### src/rtl/vmem_pkg.sv
package vmem_pkg;
  typedef enum logic [1:0] {
    MODE_UNIT   = 2'd0,
    MODE_STRIDE = 2'd1,
    MODE_INDEX  = 2'd2,
    MODE_ALT    = 2'd3
  } vmode_e;
endpackage

### src/rtl/vmem_agen.sv
module vmem_agen
  import vmem_pkg::*;
#(
  parameter int ADDR_W = 8,
  parameter int VL_W   = 7,
  parameter int NBANKS = 5,
  parameter int BANK_W = 3,
  parameter int ROW_W  = 6
) (
  input  logic              clk,
  input  logic              rst_n,
  input  logic              op_start,
  input  logic [1:0]        op_mode,
  input  logic              op_store,
  input  logic [ADDR_W-1:0] op_base,
  input  logic [ADDR_W-1:0] op_stride,
  input  logic [VL_W-1:0]   op_len,
  input  logic [ADDR_W-1:0] el_index,
  input  logic              issue_fire,
  output logic              issue_req,
  output logic              req_store,
  output logic              req_last,
  output logic [BANK_W-1:0] req_bank,
  output logic [ROW_W-1:0]  req_row
);
  localparam logic [ADDR_W-1:0] NB_A = ADDR_W'(NBANKS);

  logic              active_q, active_d;
  logic              index_q, index_d;
  logic              store_q, store_d;
  logic [VL_W-1:0]   cnt_q, cnt_d;
  logic [VL_W-1:0]   len_q, len_d;
  logic [ADDR_W-1:0] acc_q, acc_d;
  logic [ADDR_W-1:0] base_q, base_d;
  logic [ADDR_W-1:0] step_q, step_d;
  logic              accept;
  logic [ADDR_W-1:0] el_addr;

  assign accept = op_start && !active_q && (op_len != '0);

  always_comb begin
    active_d = active_q;
    index_d  = index_q;
    store_d  = store_q;
    cnt_d    = cnt_q;
    len_d    = len_q;
    acc_d    = acc_q;
    base_d   = base_q;
    step_d   = step_q;
    if (accept) begin
      active_d = 1'b1;
      index_d  = (op_mode == MODE_INDEX);
      store_d  = op_store;
      cnt_d    = '0;
      len_d    = op_len;
      acc_d    = op_base;
      base_d   = op_base;
      step_d   = (op_mode == MODE_STRIDE) ? op_stride : ADDR_W'(1);
    end else if (issue_fire) begin
      cnt_d = cnt_q + VL_W'(1);
      acc_d = acc_q + step_q;
      if (req_last) active_d = 1'b0;
    end
  end

  always_ff @(posedge clk or negedge rst_n) begin
    if (!rst_n) begin
      active_q <= 1'b0;
      index_q  <= 1'b0;
      store_q  <= 1'b0;
      cnt_q    <= '0;
      len_q    <= '0;
      acc_q    <= '0;
      base_q   <= '0;
      step_q   <= '0;
    end else begin
      active_q <= active_d;
      index_q  <= index_d;
      store_q  <= store_d;
      cnt_q    <= cnt_d;
      len_q    <= len_d;
      acc_q    <= acc_d;
      base_q   <= base_d;
      step_q   <= step_d;
    end
  end

  assign el_addr   = index_q ? (base_q + el_index) : acc_q;
  assign issue_req = active_q;
  assign req_store = store_q;
  assign req_last  = (cnt_q == len_q - VL_W'(1));
  assign req_bank  = BANK_W'(el_addr % NB_A);
  assign req_row   = ROW_W'(el_addr / NB_A);

  AST_FIRE_WHILE_ACTIVE: assert property (@(posedge clk) disable iff (!rst_n)
    issue_fire |-> active_q);
  AST_COUNT_IN_RANGE: assert property (@(posedge clk) disable iff (!rst_n)
    active_q |-> (cnt_q < len_q));
  AST_START_IGNORED_BUSY: assert property (@(posedge clk) disable iff (!rst_n)
    (op_start && active_q) |=> ($stable(len_q) && $stable(base_q)));
endmodule

### src/rtl/vmem_bank.sv
module vmem_bank #(
  parameter int DATA_W = 16,
  parameter int ROW_W  = 6,
  parameter int ROWS   = 52,
  parameter int LAT    = 4,
  parameter int CNT_W  = 3
) (
  input  logic              clk,
  input  logic              rst_n,
  input  logic              sel,
  input  logic              we,
  input  logic [ROW_W-1:0]  row,
  input  logic [DATA_W-1:0] wdata,
  output logic              busy,
  output logic [DATA_W-1:0] rdata
);
  logic [DATA_W-1:0] mem [ROWS];
  logic [CNT_W-1:0]  cnt_q, cnt_d;

  always_comb begin
    cnt_d = cnt_q;
    if (sel)               cnt_d = CNT_W'(LAT - 1);
    else if (cnt_q != '0)  cnt_d = cnt_q - CNT_W'(1);
  end

  always_ff @(posedge clk or negedge rst_n) begin
    if (!rst_n) cnt_q <= '0;
    else        cnt_q <= cnt_d;
  end

  always_ff @(posedge clk) begin
    if (sel && we) mem[row] <= wdata;
  end

  assign busy  = (cnt_q != '0);
  assign rdata = mem[row];

  AST_SEL_ONLY_IDLE: assert property (@(posedge clk) disable iff (!rst_n)
    sel |-> !busy);
  AST_BUSY_AFTER_SEL: assert property (@(posedge clk) disable iff (!rst_n)
    ((LAT > 1) && sel) |=> busy);
endmodule

### src/rtl/vmem_retpipe.sv
module vmem_retpipe #(
  parameter int DATA_W = 16,
  parameter int LAT    = 4
) (
  input  logic              clk,
  input  logic              rst_n,
  input  logic              in_v,
  input  logic              in_rd,
  input  logic              in_last,
  input  logic [DATA_W-1:0] in_data,
  output logic              out_rd_v,
  output logic [DATA_W-1:0] out_data,
  output logic              done
);
  logic [LAT-1:0]    v_q, v_d;
  logic [LAT-1:0]    rd_q, rd_d;
  logic [LAT-1:0]    last_q, last_d;
  logic [DATA_W-1:0] data_q [LAT];
  logic              done_q, done_d;

  always_comb begin
    v_d[0]    = in_v;
    rd_d[0]   = in_rd;
    last_d[0] = in_last;
    for (int s = 1; s < LAT; s++) begin
      v_d[s]    = v_q[s-1];
      rd_d[s]   = rd_q[s-1];
      last_d[s] = last_q[s-1];
    end
    done_d = v_q[LAT-1] && last_q[LAT-1];
  end

  always_ff @(posedge clk or negedge rst_n) begin
    if (!rst_n) begin
      v_q    <= '0;
      rd_q   <= '0;
      last_q <= '0;
      done_q <= 1'b0;
    end else begin
      v_q    <= v_d;
      rd_q   <= rd_d;
      last_q <= last_d;
      done_q <= done_d;
    end
  end

  always_ff @(posedge clk) begin
    if (in_v) data_q[0] <= in_data;
  end

  for (genvar s = 1; s < LAT; s++) begin : g_stage
    always_ff @(posedge clk) begin
      if (v_q[s-1]) data_q[s] <= data_q[s-1];
    end
  end

  assign out_rd_v = v_q[LAT-1] && rd_q[LAT-1];
  assign out_data = data_q[LAT-1];
  assign done     = done_q;

  AST_DONE_SINGLE: assert property (@(posedge clk) disable iff (!rst_n)
    done |=> !done);
  AST_DONE_FOLLOWS_TAIL: assert property (@(posedge clk) disable iff (!rst_n)
    done |-> $past(v_q[LAT-1]));
endmodule

### src/rtl/vmem_banked.sv
module vmem_banked #(
  parameter int NBANKS = 5,
  parameter int LAT    = 4,
  parameter int ADDR_W = 8,
  parameter int DATA_W = 16,
  parameter int MAX_VL = 64,
  localparam int VL_W  = $clog2(MAX_VL + 1)
) (
  input  logic              clk,
  input  logic              rst_n,
  input  logic              op_start,
  input  logic [1:0]        op_mode,
  input  logic              op_store,
  input  logic [ADDR_W-1:0] op_base,
  input  logic [ADDR_W-1:0] op_stride,
  input  logic [VL_W-1:0]   op_len,
  input  logic [ADDR_W-1:0] el_index,
  input  logic [DATA_W-1:0] el_wdata,
  output logic              el_take,
  output logic              rd_valid,
  output logic [DATA_W-1:0] rd_data,
  output logic              op_done
);
  localparam int BANK_W = (NBANKS > 1) ? $clog2(NBANKS) : 1;
  localparam int ROWS   = ((2 ** ADDR_W) + NBANKS - 1) / NBANKS;
  localparam int ROW_W  = (ROWS > 1) ? $clog2(ROWS) : 1;
  localparam int CNT_W  = $clog2(LAT + 1);

  logic              rst_meta_q, rst_sync_q;
  logic              issue_req, issue_fire, req_store, req_last;
  logic [BANK_W-1:0] req_bank;
  logic [ROW_W-1:0]  req_row;
  logic [NBANKS-1:0] bank_busy, bank_sel;
  logic [DATA_W-1:0] bank_rdata [NBANKS];

  always_ff @(posedge clk or negedge rst_n) begin
    if (!rst_n) begin
      rst_meta_q <= 1'b0;
      rst_sync_q <= 1'b0;
    end else begin
      rst_meta_q <= 1'b1;
      rst_sync_q <= rst_meta_q;
    end
  end

  vmem_agen #(
    .ADDR_W(ADDR_W), .VL_W(VL_W), .NBANKS(NBANKS), .BANK_W(BANK_W), .ROW_W(ROW_W)
  ) u_agen (
    .clk(clk), .rst_n(rst_sync_q),
    .op_start(op_start), .op_mode(op_mode), .op_store(op_store),
    .op_base(op_base), .op_stride(op_stride), .op_len(op_len),
    .el_index(el_index), .issue_fire(issue_fire),
    .issue_req(issue_req), .req_store(req_store), .req_last(req_last),
    .req_bank(req_bank), .req_row(req_row)
  );

  assign issue_fire = issue_req && !bank_busy[req_bank];
  assign el_take    = issue_fire;

  for (genvar g = 0; g < NBANKS; g++) begin : g_bank
    assign bank_sel[g] = issue_fire && (req_bank == BANK_W'(g));
    vmem_bank #(
      .DATA_W(DATA_W), .ROW_W(ROW_W), .ROWS(ROWS), .LAT(LAT), .CNT_W(CNT_W)
    ) u_bank (
      .clk(clk), .rst_n(rst_sync_q),
      .sel(bank_sel[g]), .we(req_store), .row(req_row), .wdata(el_wdata),
      .busy(bank_busy[g]), .rdata(bank_rdata[g])
    );
  end

  vmem_retpipe #(.DATA_W(DATA_W), .LAT(LAT)) u_ret (
    .clk(clk), .rst_n(rst_sync_q),
    .in_v(issue_fire), .in_rd(!req_store), .in_last(req_last),
    .in_data(bank_rdata[req_bank]),
    .out_rd_v(rd_valid), .out_data(rd_data), .done(op_done)
  );

  AST_ONE_BANK_PER_CYCLE: assert property (@(posedge clk) disable iff (!rst_sync_q)
    $onehot0(bank_sel));
  AST_TAKE_HITS_BANK: assert property (@(posedge clk) disable iff (!rst_sync_q)
    el_take |-> ($countones(bank_sel) == 1));
endmodule

### config.mk
export PLATFORM = sky130hd
export DESIGN_NAME = vmem_banked
export DESIGN_NICKNAME = d
export VERILOG_FILES = /design/src/rtl/vmem_pkg.sv /design/src/rtl/vmem_agen.sv /design/src/rtl/vmem_bank.sv /design/src/rtl/vmem_retpipe.sv /design/src/rtl/vmem_banked.sv
export SDC_FILE = /design/constraint.sdc
export NUM_CORES = 2
export LEC_CHECK = 0
export BUFFER_PORTS_ARGS = -buffer_cell sky130_fd_sc_hd__buf_2
export CAP_MARGIN = 15
export CORE_ASPECT_RATIO = 1.5
export CORE_MARGIN = 4
export CORE_UTILIZATION = 41
export DETAILED_ROUTE_END_ITERATION = 8
export PLACE_DENSITY = 0.55
export SYNTH_ARGS = -nofsm -noshare
export SYNTH_HDL_FRONTEND = slang
export SYNTH_HIERARCHICAL = 1
export SYNTH_MEMORY_MAX_BITS = 65536
export SYNTH_SLANG_ARGS = --single-unit
export TNS_END_PERCENT = 20
### constraint.sdc
create_clock -name clk -period 8.5 [get_ports clk]
set_clock_uncertainty 0.1 [all_clocks]
set_input_delay 0.425 -clock clk [delete_from_list [all_inputs] [get_ports clk]]
set_output_delay 0.425 -clock clk [all_outputs]
set_load 0.02 [all_outputs]
---- Word-level counts from Yosys, hierarchy flattened ----
Memory sizes are Yosys's and may differ from the RTL's.
Index checks and enable logic that the tools add are counted.
storage, ports and cells
  register bits after elaboration ......... 71
  word-level logic and storage cells ...... 121
  output and inout bits ................... 19
  memory bits (writable) .................. 4224
  memories kept ........................... 6
  input bits .............................. 53
memory list
  memory                words  bits a word  read ports  clocked after Yosys merged registers in  wr ports  line                source
  g_bank[0].u_bank.mem  52     16           1           0                                        1         vmem_bank.sv:17     logic [DATA_W-1:0] mem [ROWS];
  g_bank[1].u_bank.mem  52     16           1           0                                        1         vmem_bank.sv:17
  g_bank[2].u_bank.mem  52     16           1           0                                        1         vmem_bank.sv:17
  g_bank[3].u_bank.mem  52     16           1           0                                        1         vmem_bank.sv:17
  g_bank[4].u_bank.mem  52     16           1           0                                        1         vmem_bank.sv:17
  u_ret.data_q          4      16           4           0                                        4         vmem_retpipe.sv:18  logic [DATA_W-1:0] data_q [LAT];
operators by class
  div/mod/pow operators ................... 2
  equality and inequality tests ........... 7
  reduce and logical (&&, ||, !) cells .... 33
  order comparisons ....................... 2
  mux-type cells .......................... 42
  bitwise gates (word level) .............. 1
  $add $sub $neg .......................... 9
operators with widths
  kind                   count
  $bmux W16 S3           1
  $mux W16               2
  $mux W8                4
  $mux W3                10
  $mux W1                22
  $add A8 B8 Y8          2
  $logic_and A1 B1 Y1    15
  $reduce_bool A3 Y1     5
  $sub A3 B1 Y3 const B  5
  $mux W7                2
  $reduce_bool A2 Y1     7
  $div A8 B3 Y8 const B  1
  $mod A8 B3 Y8 const B  1
  $add A7 B1 Y7 const B  1
  $eq A7 B7 Y1           1
  $reduce_bool A7 Y1     1
  $sub A7 B1 Y7 const B  1
  $eq A3 B2 Y1 const B   2
  $ge A4 B4 Y1 const B   1
  $lt A3 B4 Y1 const B   1
  $not A3 Y4             1
  $bmux W1 S3            1
  $eq A3 B1 Y1 const B   1
  $eq A3 B3 Y1 const B   1
  other kinds (5)        7

---- Logic depth before layout (Yosys ltp) ----
  depth after elaboration ................. 11
  gate-level depth with buffers ........... 37
  mapped depth without buffers ............ 32

---- Cells and area by module ----
The synthesis kept the hierarchy.
modules (own cells, without submodules)
  module                            cells an instance  instances  area each (µm²)  sequential area each (µm²)
  vmem_bank (g_bank[0].u_bank ...)  1823               3          32038.2          25059.0
  vmem_bank (g_bank[3].u_bank ...)  1791               2          32258.4          25059.0
  vmem_agen                         404                1          3432.0           1026.0
  vmem_retpipe                      79                 1          2259.7           2247.2
  vmem_banked                       94                 1          834.6            50.0

---- Worst setup path after synthesis ----
OpenSTA, ideal clock, no wires.
  kind .................................... input port to flip-flop
  start point ............................. input port el_index[0]
  end point ............................... register u_agen.cnt_q[2]
  slack ................................... -378 ps
  setup time .............................. 132 ps
  data required time ...................... 8268 ps
  stages .................................. 32
  path buffers ............................ 3
  data arrival time ....................... 8646 ps
  path through ............................ ha_1 -> inv_1 -> fa_1 -> nand2b_1 -> a21o_1 -> a211o_1 -> or2_4 -> a41o_1 -> nor2_1 -> a211o_1 -> a22oi_1 -> ha_1 -> or4_4 -> a21oi_2 -> a21o_4 -> and2_4 -> xnor2_1 -> ha_1 -> inv_1 -> o21ai_0 -> a21oi_1 -> a221oi_4 -> mux2i_1 -> buf_2 -> buf_6 -> mux2i_1 -> o22ai_1 -> a311oi_1 -> buf_1 -> nand2_1 -> xor2_1 -> nor2_1
between the ends
  cells in the longest elaborated chain, start to end .. 8
RTL lines
  element                        line               source
  start: declaration             vmem_banked.sv:17  input logic [ADDR_W-1:0] el_index,
  $add A8 B8 Y8                  vmem_agen.sv:88    assign el_addr = index_q ? (base_q + el_index) : acc_q;
  $mux W8                        vmem_agen.sv:88
  $mod A8 B3 Y8                  vmem_agen.sv:92    assign req_bank = BANK_W'(el_addr % NB_A);
  net req_bank[1]                vmem_banked.sv:31  logic [BANK_W-1:0] req_bank;
  $bmux W1 S3                    vmem_banked.sv:57  assign issue_fire = issue_req && !bank_busy[req_bank];
  $mux W1 (not written as such)  vmem_banked.sv:57
  $logic_not A1 Y1               vmem_banked.sv:57
  $logic_and A1 B1 Y1            vmem_banked.sv:57
  net el_take                    vmem_banked.sv:19  output logic el_take,
  $reduce_bool A2 Y1 (no line)   -
  end signal: assignment         vmem_agen.sv:80    cnt_q <= cnt_d;
  end: declaration               vmem_agen.sv:31    logic [VL_W-1:0] cnt_q, cnt_d;
The timed path passes the listed nets, and every way through them passes these cells. The select of a mux whose other input is x is not followed.
A chain may end at the register's enable or synchronous reset.

==> results.cfg <==
[outcome]
outcome = completed

[clocking]
cts.path.max_buffers = 4
cts_tree = yes
clock_sinks = 4295
cts_buffers = 400
clk_latency_ns = 1.00
ctsHtreeMaxLevel = 5
root_buffer = clkbuf_16
clk_pin_slew_ns = 0.06

[timing]
relSlewSlack = 0.0237
drv_slew = 0
worstMarginPinSlew_ns = 1.46
post-route-period-util = 0.991
max_freq_ghz = 0.119
rsz0062_at_grt = yes
finalHoldViolCount = 0
period_needed_ns = 8.42
setup-violations-final = 0
timing.hold.ws_ns = 0.0388
fin_tns_setup_ns = 0

[final_layout]
drive_gt1_frac = 0.236
syn2layout_area_growth_pct = 20.4
final_nets = 11100

[logic_synthesis]
synth_top_area_share = 0.759
yosys.cell_count.top_type = edfxtp_1
synthArstFlopShare = 0.0165
yosysWarnings = 6
postSynthCellCount = 9628
syn_area_sq_um = 167000
syn_nets = 9713
ys_seq_area_frac = 0.769
syn_avg_cell_area_sq_um = 17.4
ys.flop_type = edfxtp_1
synth-edff-count = 4224
synth.distinct_cells = 110
synth_top_cell_by_area = edfxtp_1
synthTopCellsByCount = edfxtp_1 (4,224), a221oi_1 (623), nor2_1 (603), mux2i_1 (434), nand2_1 (341)
ys_seq_elements = 4295
ys_top_cells_by_area = edfxtp_1 (76%), a221oi_1 (3.3%), mux2i_1 (2.6%)

[placed_design]
numPortBuffers = 71
place_congestion = 0.935
dp.final_hpwl_mm = 366

[critical_path]
end_kind = register
worstSetupPathType = register to register
cp_max_fo = 17
crit_arrival_ns = 9.02
crit_required_ns = 9.10
cp-start-kind = register
slowest_delay_ns = 0.69
critPathMostFrequentCell = buf_4
cpMaxStageDelayCell = a222oi_1

[floorplanning]
core_area_sq_um = 405000
die_w_um = 529
die_h_um = 790
dieArea_sq_um = 418000
start_util = 0.412
row_count = 286
ios = 72

[routing]
vias_per_cell = 6.09
drtAntennaViolNets = 0
firstDrtPassIters = 9
wl_mm = 567
first_iter_violations = 12600
drc = 0
vias = 101000
avgRoutedWirePerCell_um = 34.0

[hold_path]
hp-class = register to async pin

[grt]
grt_overflow = 0
grt_pass1_vias = 101000
grt.total_usage = 0.265
grt_pass1_wl_mm = 791
grt_start_max_net_pins = 153
antenna_found_initial = 23

[job]
cap_violations = 0
-- critical path: cells and delay by family, from the launching register on --
kind                       cells  cell delay (ns)
AOI/OAI and AO/OA             11             2.45
xor gates and xnor gates       1             0.08
adders and majority gates      4             0.93
buffers and inverters         10             1.65
DFF                            1             0.37
muxes                          1             0.27
and+or+nand+nor                9             2.19
-- flip-flops by register name (all words and copies together) (netlist names) --
name                 count
g_bank.u_bank/mem     4160
u_ret/data_q            64
g_bank.u_bank/cnt_q     15
u_agen/acc_q             8
u_agen/base_q            8
u_agen/step_q            8
u_agen/cnt_q             7
u_agen/len_q             7
u_ret/last_q             4
u_ret/rd_q               4
u_ret/v_q                4
rst_meta_q               1
rst_sync_q               1
u_agen/index_q           1
u_agen/issue_req         1
u_agen/req_store         1
u_ret/done               1
-- stage by stage --
step                       util  setup WS (ns)  cell area, sq um  std cells
after floorplan               -          0.449            167000       9628
after global placement    0.460         -0.886            187000      15800
after detailed placement  0.460         -0.856            187000      15800
after CTS                 0.496        -0.0326            201000      16600
after global routing      0.496        -0.0380            201000      16600
final                     0.496         0.0804            201000      16700
-- routing by layer --
| layer | up-vias | track usage | part of all wire |
|---|---|---|---|
| li1 | 42200 | - | - |
| met1 | 53100 | 0.324 | 0.36 |
| met2 | 4942 | 0.457 | 0.50 |
| met3 | 1106 | 0.0297 | 0.066 |
| met4 | 4 | 0.148 | 0.068 |
| met5 | - | 0 | 0.000044 |
-- placed cells by master, fill, tap and decap left out, types with 28 or more instances in the layout --
cell type / instances
buf_2: 56
a211oi_1: 37
clkbuf_16: 404
a22o_1: 82
nand3b_1: 34
nand2b_1: 55
o21ai_0: 309
a21oi_1: 279
inv_1: 35
mux2i_1: 426
dfrtp_1: 70
a22oi_1: 325
bufinv_16: 58
mux4_2: 164
and2_1: 61
buf_4: 1099
nand2_1: 340
nor2_1: 584
a221o_1: 61
o22ai_1: 162
dlygate4sd3_1: 65
clkinv_1: 93
edfxtp_1: 4224
o211ai_1: 50
nor3_1: 37
a222oi_1: 50
nor3_2: 28
buf_12: 350
a31oi_1: 71
a221oi_1: 620
nand3_1: 60
mux2_2: 194
and3_1: 46
clkbuf_1: 64
nand4_1: 47
clkinv_2: 67
-- path summary, 6_finish.rpt --
check,from,cells after the start,slack (ns),to
max,u_agen/base_q[0],36,0.08,u_ret/data_q[0][1]
min,rst_sync_q,0,0.04,u_agen/step_q[7]
max reg2reg,u_agen/base_q[0],36,0.08,u_ret/data_q[0][1]
min reg2reg,rst_sync_q,0,0.04,u_agen/step_q[7]
max in group asynchronous,rst_sync_q,1,7.15,g_bank[1].u_bank/cnt_q[1]
min in group clk,op_base[0],4,0.13,u_agen/base_q[0]
-- logic make-up (layout without fill, tap and decap cells) --
logic type	after synthesis	count (layout)	share of synthesized area
flops	4295	4295	0.769
compound gates	2278	2278	0.101
simple gates	1486	1486	0.0422
mux	808	808	0.0624
buf+inv	692	2381	0.0210
xor+xnor	35	35	0.00183
fa+ha+maj	33	33	0.00254
other cells	1	11	0.0000224
-- cell type report --
cell class,instances,area [sq um]
Clock buffer,467,10300
Timing Repair Buffer,1593,16600
Sequential cell,4295,129000
Antenna cell,10,25.0
Tap cell,5328,6670
Inverter,50,226
Fill cell,33300,204000
Clock inverter,271,3100
Multi-Input combinational cell,4641,35700
-- repair_timing --
item / CTS / global route
endpoints found under the setup margin: 16 / 18
hold endpoints to repair: 815 / 0
pin swaps: 2 / 16
gates cloned: 1 / 1
gates resized for setup: 35 / 49
hold buffers: 65 / 0
buffers inserted: 0 / 14
Power is left out: the tool's default activity adds up to more than one toggle a clock period on the data nets, which glitch-free logic cannot reach.
